$ cat config.mk
export PLATFORM = sky130hd
export DESIGN_NAME = shift_add_mult
export DESIGN_NICKNAME = d
export VERILOG_FILES = /design/src/rtl/mult_pkg.sv /design/src/rtl/mult_adder.sv /design/src/rtl/mult_ctrl.sv /design/src/rtl/mult_datapath.sv /design/src/rtl/shift_add_mult.sv
export SDC_FILE = /design/constraint.sdc
export NUM_CORES = 1
export LEC_CHECK = 0
export BUFFER_PORTS_ARGS = -buffer_cell sky130_fd_sc_hd__clkbuf_2
export CAP_MARGIN = 20
export CORE_MARGIN = 3
export CORE_UTILIZATION = 55
export DETAILED_ROUTE_END_ITERATION = 10
export PLACE_DENSITY = 0.87
export SYNTH_ARGS = -nofsm -noshare
export SYNTH_HDL_FRONTEND = slang
export SYNTH_SLANG_ARGS = --single-unit
$ cat constraint.sdc
create_clock -name clk -period 11.6 [get_ports clk]
set_clock_uncertainty 0.2 [all_clocks]
set_input_delay 0.58 -clock clk [delete_from_list [all_inputs] [get_ports clk]]
set_output_delay 0.58 -clock clk [all_outputs]
set_load 0.02 [all_outputs]
$ cat src/rtl/mult_pkg.sv
package mult_pkg;
  typedef struct packed {
    logic load;
    logic step;
  } multStrobes_t;
endpackage

$ cat src/rtl/mult_adder.sv
module mult_adder #(
  parameter int WIDTH = 8
) (
  input  logic [WIDTH-1:0] addA,
  input  logic [WIDTH-1:0] addB,
  output logic [WIDTH-1:0] sumOut,
  output logic             carryOut
);
  logic [WIDTH:0] carryChain;
  assign carryChain[0] = 1'b0;

  for (genvar bitIdx = 0; bitIdx < WIDTH; bitIdx++) begin : g_fa
    assign sumOut[bitIdx] = addA[bitIdx] ^ addB[bitIdx] ^ carryChain[bitIdx];
    assign carryChain[bitIdx+1] = (addA[bitIdx] & addB[bitIdx])
                                | (addA[bitIdx] & carryChain[bitIdx])
                                | (addB[bitIdx] & carryChain[bitIdx]);
  end

  assign carryOut = carryChain[WIDTH];
endmodule

$ cat src/rtl/mult_ctrl.sv
module mult_ctrl
  import mult_pkg::*;
#(
  parameter int WIDTH = 8
) (
  input  logic         clk,
  input  logic         rstN,
  input  logic         startIn,
  output multStrobes_t strobes,
  output logic         busyOut,
  output logic         doneOut
);
  localparam int CW = $clog2(WIDTH + 1);
  localparam logic [CW-1:0] LAST = CW'(WIDTH - 1);

  typedef enum logic [1:0] {ST_IDLE, ST_RUN, ST_DONE} ctrlState_t;

  ctrlState_t state, stateNext;
  logic [CW-1:0] stepCount;
  logic accept;

  assign accept = startIn && (state != ST_RUN);

  always_comb begin
    stateNext = state;
    unique case (state)
      ST_IDLE: if (accept) stateNext = ST_RUN;
      ST_RUN:  if (stepCount == LAST) stateNext = ST_DONE;
      ST_DONE: stateNext = accept ? ST_RUN : ST_IDLE;
      default: stateNext = ST_IDLE;
    endcase
  end

  always_ff @(posedge clk) begin
    if (!rstN) begin
      state     <= ST_IDLE;
      stepCount <= '0;
    end else begin
      state <= stateNext;
      if (accept)                stepCount <= '0;
      else if (state == ST_RUN)  stepCount <= stepCount + 1'b1;
    end
  end

  always_comb begin
    strobes.load = accept;
    strobes.step = (state == ST_RUN);
  end

  assign busyOut = (state == ST_RUN);
  assign doneOut = (state == ST_DONE);

  // busy and done are never high together
  p_busy_done_excl_r3: assert property (@(posedge clk) disable iff (!rstN)
    !(busyOut && doneOut));

  // done lasts a single cycle
  p_done_pulse_r4: assert property (@(posedge clk) disable iff (!rstN)
    doneOut |=> !doneOut);

  // the step count advances by one each busy cycle before the last
  p_count_step_r3: assert property (@(posedge clk) disable iff (!rstN)
    (busyOut && stepCount != LAST) |=> (busyOut && stepCount == $past(stepCount) + 1'b1));

  // a start while busy neither ends nor restarts the run
  p_ignore_start_r5: assert property (@(posedge clk) disable iff (!rstN)
    (busyOut && startIn && stepCount != LAST) |=> (busyOut && stepCount != '0));

  // the last busy cycle is followed by done
  p_last_to_done_r3: assert property (@(posedge clk) disable iff (!rstN)
    (busyOut && stepCount == LAST) |=> doneOut);
endmodule

$ cat src/rtl/mult_datapath.sv
module mult_datapath
  import mult_pkg::*;
#(
  parameter int WIDTH = 8
) (
  input  logic               clk,
  input  logic               rstN,
  input  multStrobes_t       strobes,
  input  logic [WIDTH-1:0]   mcandIn,
  input  logic [WIDTH-1:0]   mplierIn,
  output logic [2*WIDTH-1:0] productOut
);
  localparam int PW = 2 * WIDTH;

  logic [WIDTH-1:0] mcandReg;
  logic [PW-1:0]    prodReg;
  logic [WIDTH-1:0] addend;
  logic [WIDTH-1:0] upperSum;
  logic             upperCarry;

  assign addend = prodReg[0] ? mcandReg : '0;

  mult_adder #(.WIDTH(WIDTH)) u_adder (
    .addA     (prodReg[PW-1:WIDTH]),
    .addB     (addend),
    .sumOut   (upperSum),
    .carryOut (upperCarry)
  );

  always_ff @(posedge clk) begin
    if (!rstN) begin
      mcandReg <= '0;
      prodReg  <= '0;
    end else if (strobes.load) begin
      mcandReg <= mcandIn;
      prodReg  <= {{WIDTH{1'b0}}, mplierIn};
    end else if (strobes.step) begin
      prodReg  <= {upperCarry, upperSum, prodReg[WIDTH-1:1]};
    end
  end

  assign productOut = prodReg;

  // each step moves the lower bits down by exactly one place
  p_shift_one_r10: assert property (@(posedge clk) disable iff (!rstN)
    (strobes.step && !strobes.load) |=> prodReg[WIDTH-2:0] == $past(prodReg[WIDTH-1:1]));

  // the multiplicand is held for the whole run
  p_mcand_hold_r2: assert property (@(posedge clk) disable iff (!rstN)
    !strobes.load |=> $stable(mcandReg));

  // with no strobe the product is held
  p_prod_hold_r4: assert property (@(posedge clk) disable iff (!rstN)
    (!strobes.load && !strobes.step) |=> $stable(prodReg));

  // a load clears the upper half
  p_load_clear_r2: assert property (@(posedge clk) disable iff (!rstN)
    strobes.load |=> prodReg[PW-1:WIDTH] == '0);
endmodule

$ cat src/rtl/shift_add_mult.sv
module shift_add_mult
  import mult_pkg::*;
#(
  parameter int WIDTH = 8
) (
  input  logic               clk,
  input  logic               rstN,
  input  logic               startIn,
  input  logic [WIDTH-1:0]   multiplicandIn,
  input  logic [WIDTH-1:0]   multiplierIn,
  output logic               busyOut,
  output logic               doneOut,
  output logic [2*WIDTH-1:0] productOut
);
  multStrobes_t strobes;

  mult_ctrl #(.WIDTH(WIDTH)) u_ctrl (
    .clk     (clk),
    .rstN    (rstN),
    .startIn (startIn),
    .strobes (strobes),
    .busyOut (busyOut),
    .doneOut (doneOut)
  );

  mult_datapath #(.WIDTH(WIDTH)) u_dp (
    .clk        (clk),
    .rstN       (rstN),
    .strobes    (strobes),
    .mcandIn    (multiplicandIn),
    .mplierIn   (multiplierIn),
    .productOut (productOut)
  );

  // done result stays put when no new start arrives
  p_done_hold_r4: assert property (@(posedge clk) disable iff (!rstN)
    (doneOut && !startIn) |=> $stable(productOut));
endmodule

## After elaboration in Yosys (flattened, before gate mapping)

Index checks and enable logic that the tools add are counted.

| storage, ports and cells | value |
|---|---|
| output and inout bits | 18 |
| input bits | 19 |
| register bits after elaboration | 30 |
| logic and storage cells | 76 |

| cells by class | value |
|---|---|
| mux-type cells | 7 |
| bitwise logic cells | 52 |
| add/sub/neg operators | 1 |
| equality and inequality tests | 6 |
| reduce and logical (&&, ||, !) cells | 5 |

Operators with widths:

| kind | number |
|---|---|
| $mux W8 | 3 |
| $and A1 B1 Y1 | 22 |
| $xor A1 B1 Y1 | 15 |
| $or A1 B1 Y1 | 14 |
| $ne A2 B1 Y1 const B | 3 |
| $pmux W2 S3 | 1 |
| $add A4 B1 Y4 const B | 1 |
| $eq A4 B3 Y1 const B | 1 |
| $mux W2 | 2 |
| $eq A2 B1 Y1 const B | 1 |
| $eq A2 B2 Y1 const B | 1 |
| $logic_not A2 Y1 | 1 |
| $reduce_and A2 Y1 | 1 |
| $reduce_bool A2 Y1 | 1 |
| $reduce_or A2 Y1 | 1 |
| $logic_and A1 B1 Y1 | 1 |
| $mux W1 | 1 |
| $not A1 Y1 | 1 |

## Longest topological paths before layout

| depth | value |
|---|---|
| depth after elaboration | 23 |
| mapped depth | 13 |
| depth with buffers taken out | 13 |

## Modules after synthesis

A second synthesis with hierarchy kept.

| second synthesis, totals | value |
|---|---|
| cell total of the unflattened synthesis | 141 |
| area, all modules | 1532.7 um^2 |

Modules (own cells, without submodules):

| module | area each (um^2) | sequential area each (um^2) | instances | cells an instance |
|---|---|---|---|---|
| mult_datapath | 1053.5 | 480.5 | 1 | 95 |
| mult_ctrl | 307.8 | 120.1 | 1 | 33 |
| mult_adder | 171.4 | 0.0 | 1 | 13 |

## Worst setup path before layout

No wires, ideal clock.

| timing path | value |
|---|---|
| kind | register -> register |
| from | register u_dp.prodReg[0] (netlist: u_dp.productOut[0]) |
| to | register u_dp.prodReg[14] (netlist: u_dp.productOut[14]) |
| period minus slack after synthesis | 3767 ps |
| setup time | 86 ps |
| stages on the path, launching flop included | 14 |
| data arrival time | 3481 ps |
| buffers on the path | 0 |
| data required time | 11314 ps |
| setup slack | 7833 ps |
| cell sequence | dfxtp_1 > and2_1 > ha_1 > fa_1 > inv_1 > fa_1 > inv_1 > fa_1 > fa_1 > fa_1 > fa_1 > inv_1 > fa_1 > a211oi_1 |

| between the ends | value |
|---|---|
| cells in the longest elaborated chain, start to end | 21 |
| elaborated cells on any way between the ends | 34 |
| those cells by class | 1 x mux; 33 x bitwise |

RTL lines:

| what | line | RTL |
|---|---|---|
| start: declaration | mult_datapath.sv:16 | `logic [PW-1:0] prodReg;` |
| start signal: assignment | mult_datapath.sv:36 | `prodReg <= {{WIDTH{1'b0}}, mplierIn};` |
| start signal: assignment | mult_datapath.sv:38 | `prodReg <= {upperCarry, upperSum, prodReg[WIDTH-1:1]};` |
| $mux W8 * | mult_datapath.sv:21 | `assign addend = prodReg[0] ? mcandReg : '0;` |
| $and A1 B1 Y1 | mult_adder.sv:14 | `assign carryChain[bitIdx+1] = (addA[bitIdx] & addB[bitIdx])` |
| $and A1 B1 Y1 | mult_adder.sv:15 | `\| (addA[bitIdx] & carryChain[bitIdx])` |
| $or A1 B1 Y1 | mult_adder.sv:15 |  |
| $or A1 B1 Y1 | mult_adder.sv:16 | `\| (addB[bitIdx] & carryChain[bitIdx]);` |
| $and A1 B1 Y1 | mult_adder.sv:15 |  |
| $or A1 B1 Y1 | mult_adder.sv:15 |  |
| $or A1 B1 Y1 | mult_adder.sv:16 |  |
| (+5 left out) | - |  |
| $or A1 B1 Y1 | mult_adder.sv:16 |  |
| $and A1 B1 Y1 | mult_adder.sv:15 |  |
| $or A1 B1 Y1 | mult_adder.sv:15 |  |
| $or A1 B1 Y1 | mult_adder.sv:16 |  |
| $and A1 B1 Y1 | mult_adder.sv:15 |  |
| $or A1 B1 Y1 | mult_adder.sv:15 |  |
| $or A1 B1 Y1 | mult_adder.sv:16 |  |
| $xor A1 B1 Y1 * | mult_adder.sv:13 | `assign sumOut[bitIdx] = addA[bitIdx] ^ addB[bitIdx] ^ carryChain[bitIdx];` |

Mark *: on every way between the ends. The rest lies on a longest branch, timed or not.
A chain may end at the register's enable or synchronous reset.

## Final worst setup path

Same ends and word-level chain as after synthesis.

==> results.md <==
- Startpoint Class: register
- RSZ-0062 raised after global routing: false
- Layout cells sized above 1: 0.2540
- P_leak: 0.8066 nW
- Hold Crit Class: register to register
- Peak Freq: 260.6 MHz
- Hold Buf Count CTS: 0
- Largest vdd supply drop: 128.0 uV
- Via count: 1186
- Critical Path Slowest Stage Cell: fa_1
- Power Density: 125.8 nW/um2
- Classification of the worst setup path: register to register
- TritonCTS clock tree: yes
- # diodes: 0
- Status: complete, no violations
- Met1 Usage GRT: 0.2504
- Total core area: 2500 um2
- GRT busiest layer: met2
- DRC violation count after routing: 0
- Die area: 3322 um2
- Area of the multi-input gates: 760.7 um2
- Clk buf depth: 2
- Post-CTS setup buffer count: 0
- CP endpoint kind: register
- Reg clk slew, reported paths: 0.09 ns
- Number of synthesis warnings: 0
- DRT antenna net count: 0
- DP HPWL: 2.081 mm
- Clk sink count: 30
- Max Slew Vio Count: 0
- Area grow syn2layout: 14.25%
- Peak per-stage delay on the critical path: 0.40 ns
- Pre-Repair DR Iteration Count: 4
- Fin Setup TNS: 0 ns
- IO buf count: 36
- Library cells used by synthesis: 30
- Final net count: 216
- Vias in the first global route: 1150
- Total track usage: 0.1951
- Filler Cell Count: 232
- Post-route clock period utilization: 0.3308
- Worst Slack Setup Final: 7.763 ns
- Final GP Congestion: 0.7519
- I/O pin count: 37
- Netlist Area Pre-Place: 1466 um2
- Die W: 57.64 um
- First-pass GRT wire length: 5.057 mm
- Final setup viols: 0
- CP Cell Sequence: and2_1 -> ha_1 -> fa_1 -> inv_1 -> fa_1 -> inv_1 -> fa_1 -> fa_1 -> fa_1 -> fa_1 -> inv_1 -> fa_1 -> a211oi_1
- Final hold viol count: 0
- Met2 global-route usage: 0.3194
- Std-Cell Rows: 18
- Cell family with most CP delay: adder cells
- Critical-path maximum fanout: 10
- Slew headroom: 0.6539
- Root Driver: clkbuf_4
- Final min period: 3.837 ns
- Clk_lat worst skew: 0.32 ns
- H-tree levels: 2
- Worst slew pin tran: 0.5191 ns
- CTS resizes: 0
- Sequential element share of the synthesized area: 0.4096
- Initial core utilization: 0.5866
- Worst EP arrival: 3.88 ns
- Utilization after layout: 0.6702
- Final hold slack: 0.2754 ns
- Gr ovfl total: 0
- Die Y: 57.64 um
- Most frequent CP cell: fa_1
- Initial antenna violation count: 0
- Total Wirelength: 2.869 mm
- Starting DRT DRC Count: 38
- FF+latch count, synth: 30
- Synth Instances: 155
- Setup WS pre-CTS: 7.783 ns
- Crit path required time: 11.64 ns
- Syn_area_per_cell: 9.461 um2
- Cts bufs inserted: 5
- Register area: 600.6 um2
- Wirelength per Cell: 13.10 um
- Largest net degree at the start of global routing: 34
- Vias/cell: 5.416
- Max-cap violation count: 0
- Met3 usage in global routing: 0.06236
- WP buf/inv: 3
- Syn Nets: 183
[final timing paths]
check             cells after the start                   to  slack (ns)               start
setup / recovery                     13  u_dp.productOut[14]        7.76  u_dp.productOut[0]
hold / removal                        2     u_dp.mcandReg[0]        0.28    u_dp.mcandReg[0]
setup reg to reg                     13  u_dp.productOut[14]        7.76  u_dp.productOut[0]
hold reg to reg                       2     u_dp.mcandReg[0]        0.28    u_dp.mcandReg[0]
[per-layer routing]
metal / share of wire / vias to the layer above
met1: 0.45 / 562
met4: 0.0084 / 0
met2: 0.49 / 32
met3: 0.053 / 4
met5: 0 / -
li1: - / 588
[cell usage after synthesis]
library cell  number  area (um2)
a211oi_1           2       15.01
a211oi_2           1       12.51
a21boi_0           4       30.03
a21boi_1           5       37.54
a21oi_1            7       35.03
and2_1             6       37.54
buf_2              4       20.02
buf_4              4       30.03
buf_6              2       22.52
clkbuf_1           1       3.750
dfxtp_1           30       600.6
fa_1               7       140.1
ha_1               2       25.02
inv_1              5       18.77
inv_2              1       3.750
inv_4              1       6.260
mux2i_1            8       80.08
nand2_1           24       90.09
nand2b_1           2       12.51
nand3_1            9       45.04
nand3b_1           1       7.510
nor2_1             5       18.77
nor2b_1            1       6.260
nor3_1             1       5.000
o211a_1            8       80.08
o21ai_0           10       50.05
o21ai_2            1       8.760
or3_1              1       6.260
xnor2_1            1       8.760
xor2_1             1       8.760
[cells by family (layout without fill, tap and decap cells)]
family,count (synthesis),after routing,synth area share
AND/OR/NAND/NOR,50,50,0.1562
AO/OA/AOI/OAI,38,38,0.1834
flip-flops,30,30,0.4096
buffers and inverters,18,52,0.07167
adder cells (fa/ha/maj),9,9,0.1126
multiplexers,8,8,0.05461
XOR/XNOR,2,2,0.01195
[state kept, by name (all words and copies together), names as in the netlist]
register and flops:
u_dp.productOut 16, u_dp.mcandReg 8, u_ctrl.stepCount 4, u_ctrl.state 2
[per-stage QoR]
step                power [mW]  cells  cell area, um2
floorplan               0.1401    155            1466
global placement        0.1472    211            1615
detailed placement      0.1490    211            1615
CTS                     0.2127    219            1675
global route            0.2212    219            1675
finish                  0.2108    219            1675
[placed cells by master (no fill, tap or decap), types with 2 or more instances in the layout]
cell / n
a211oi_1: 2
a21boi_0: 4
a21boi_1: 5
a21oi_1: 7
and2_1: 6
clkbuf_2: 36
clkbuf_4: 5
dfxtp_1: 30
fa_1: 7
ha_1: 2
inv_1: 5
mux2i_1: 8
nand2_1: 24
nand2b_1: 2
nand3_1: 9
nor2_1: 5
o211a_1: 8
o21ai_0: 10
[power by group]
group / internal (mW) / switching [mW] / leakage (nW)
logic: 0.0129 / 0.0200 / 0.526
clock network: 0.0293 / 0.0352 / 0.0353
registers: 0.109 / 0.00468 / 0.246
total: 0.151 / 0.0599 / 0.807
[worst min-delay path: cells and delay by family (launching register included)]
family / cells / cell delay, ns
DFF: 1 / 0.31
AOI/OAI and AO/OA: 2 / 0.12
[final cells by class]
class	count	share of cell area
timing repair buffer	37	0.1120
clock inverter	1	0.002987
sequential	30	0.3585
multi-input combinational	107	0.4541
tap	30	0.02240
clock buffer	7	0.03286
inverter	7	0.01718
(Power assumes the default switching activity.)
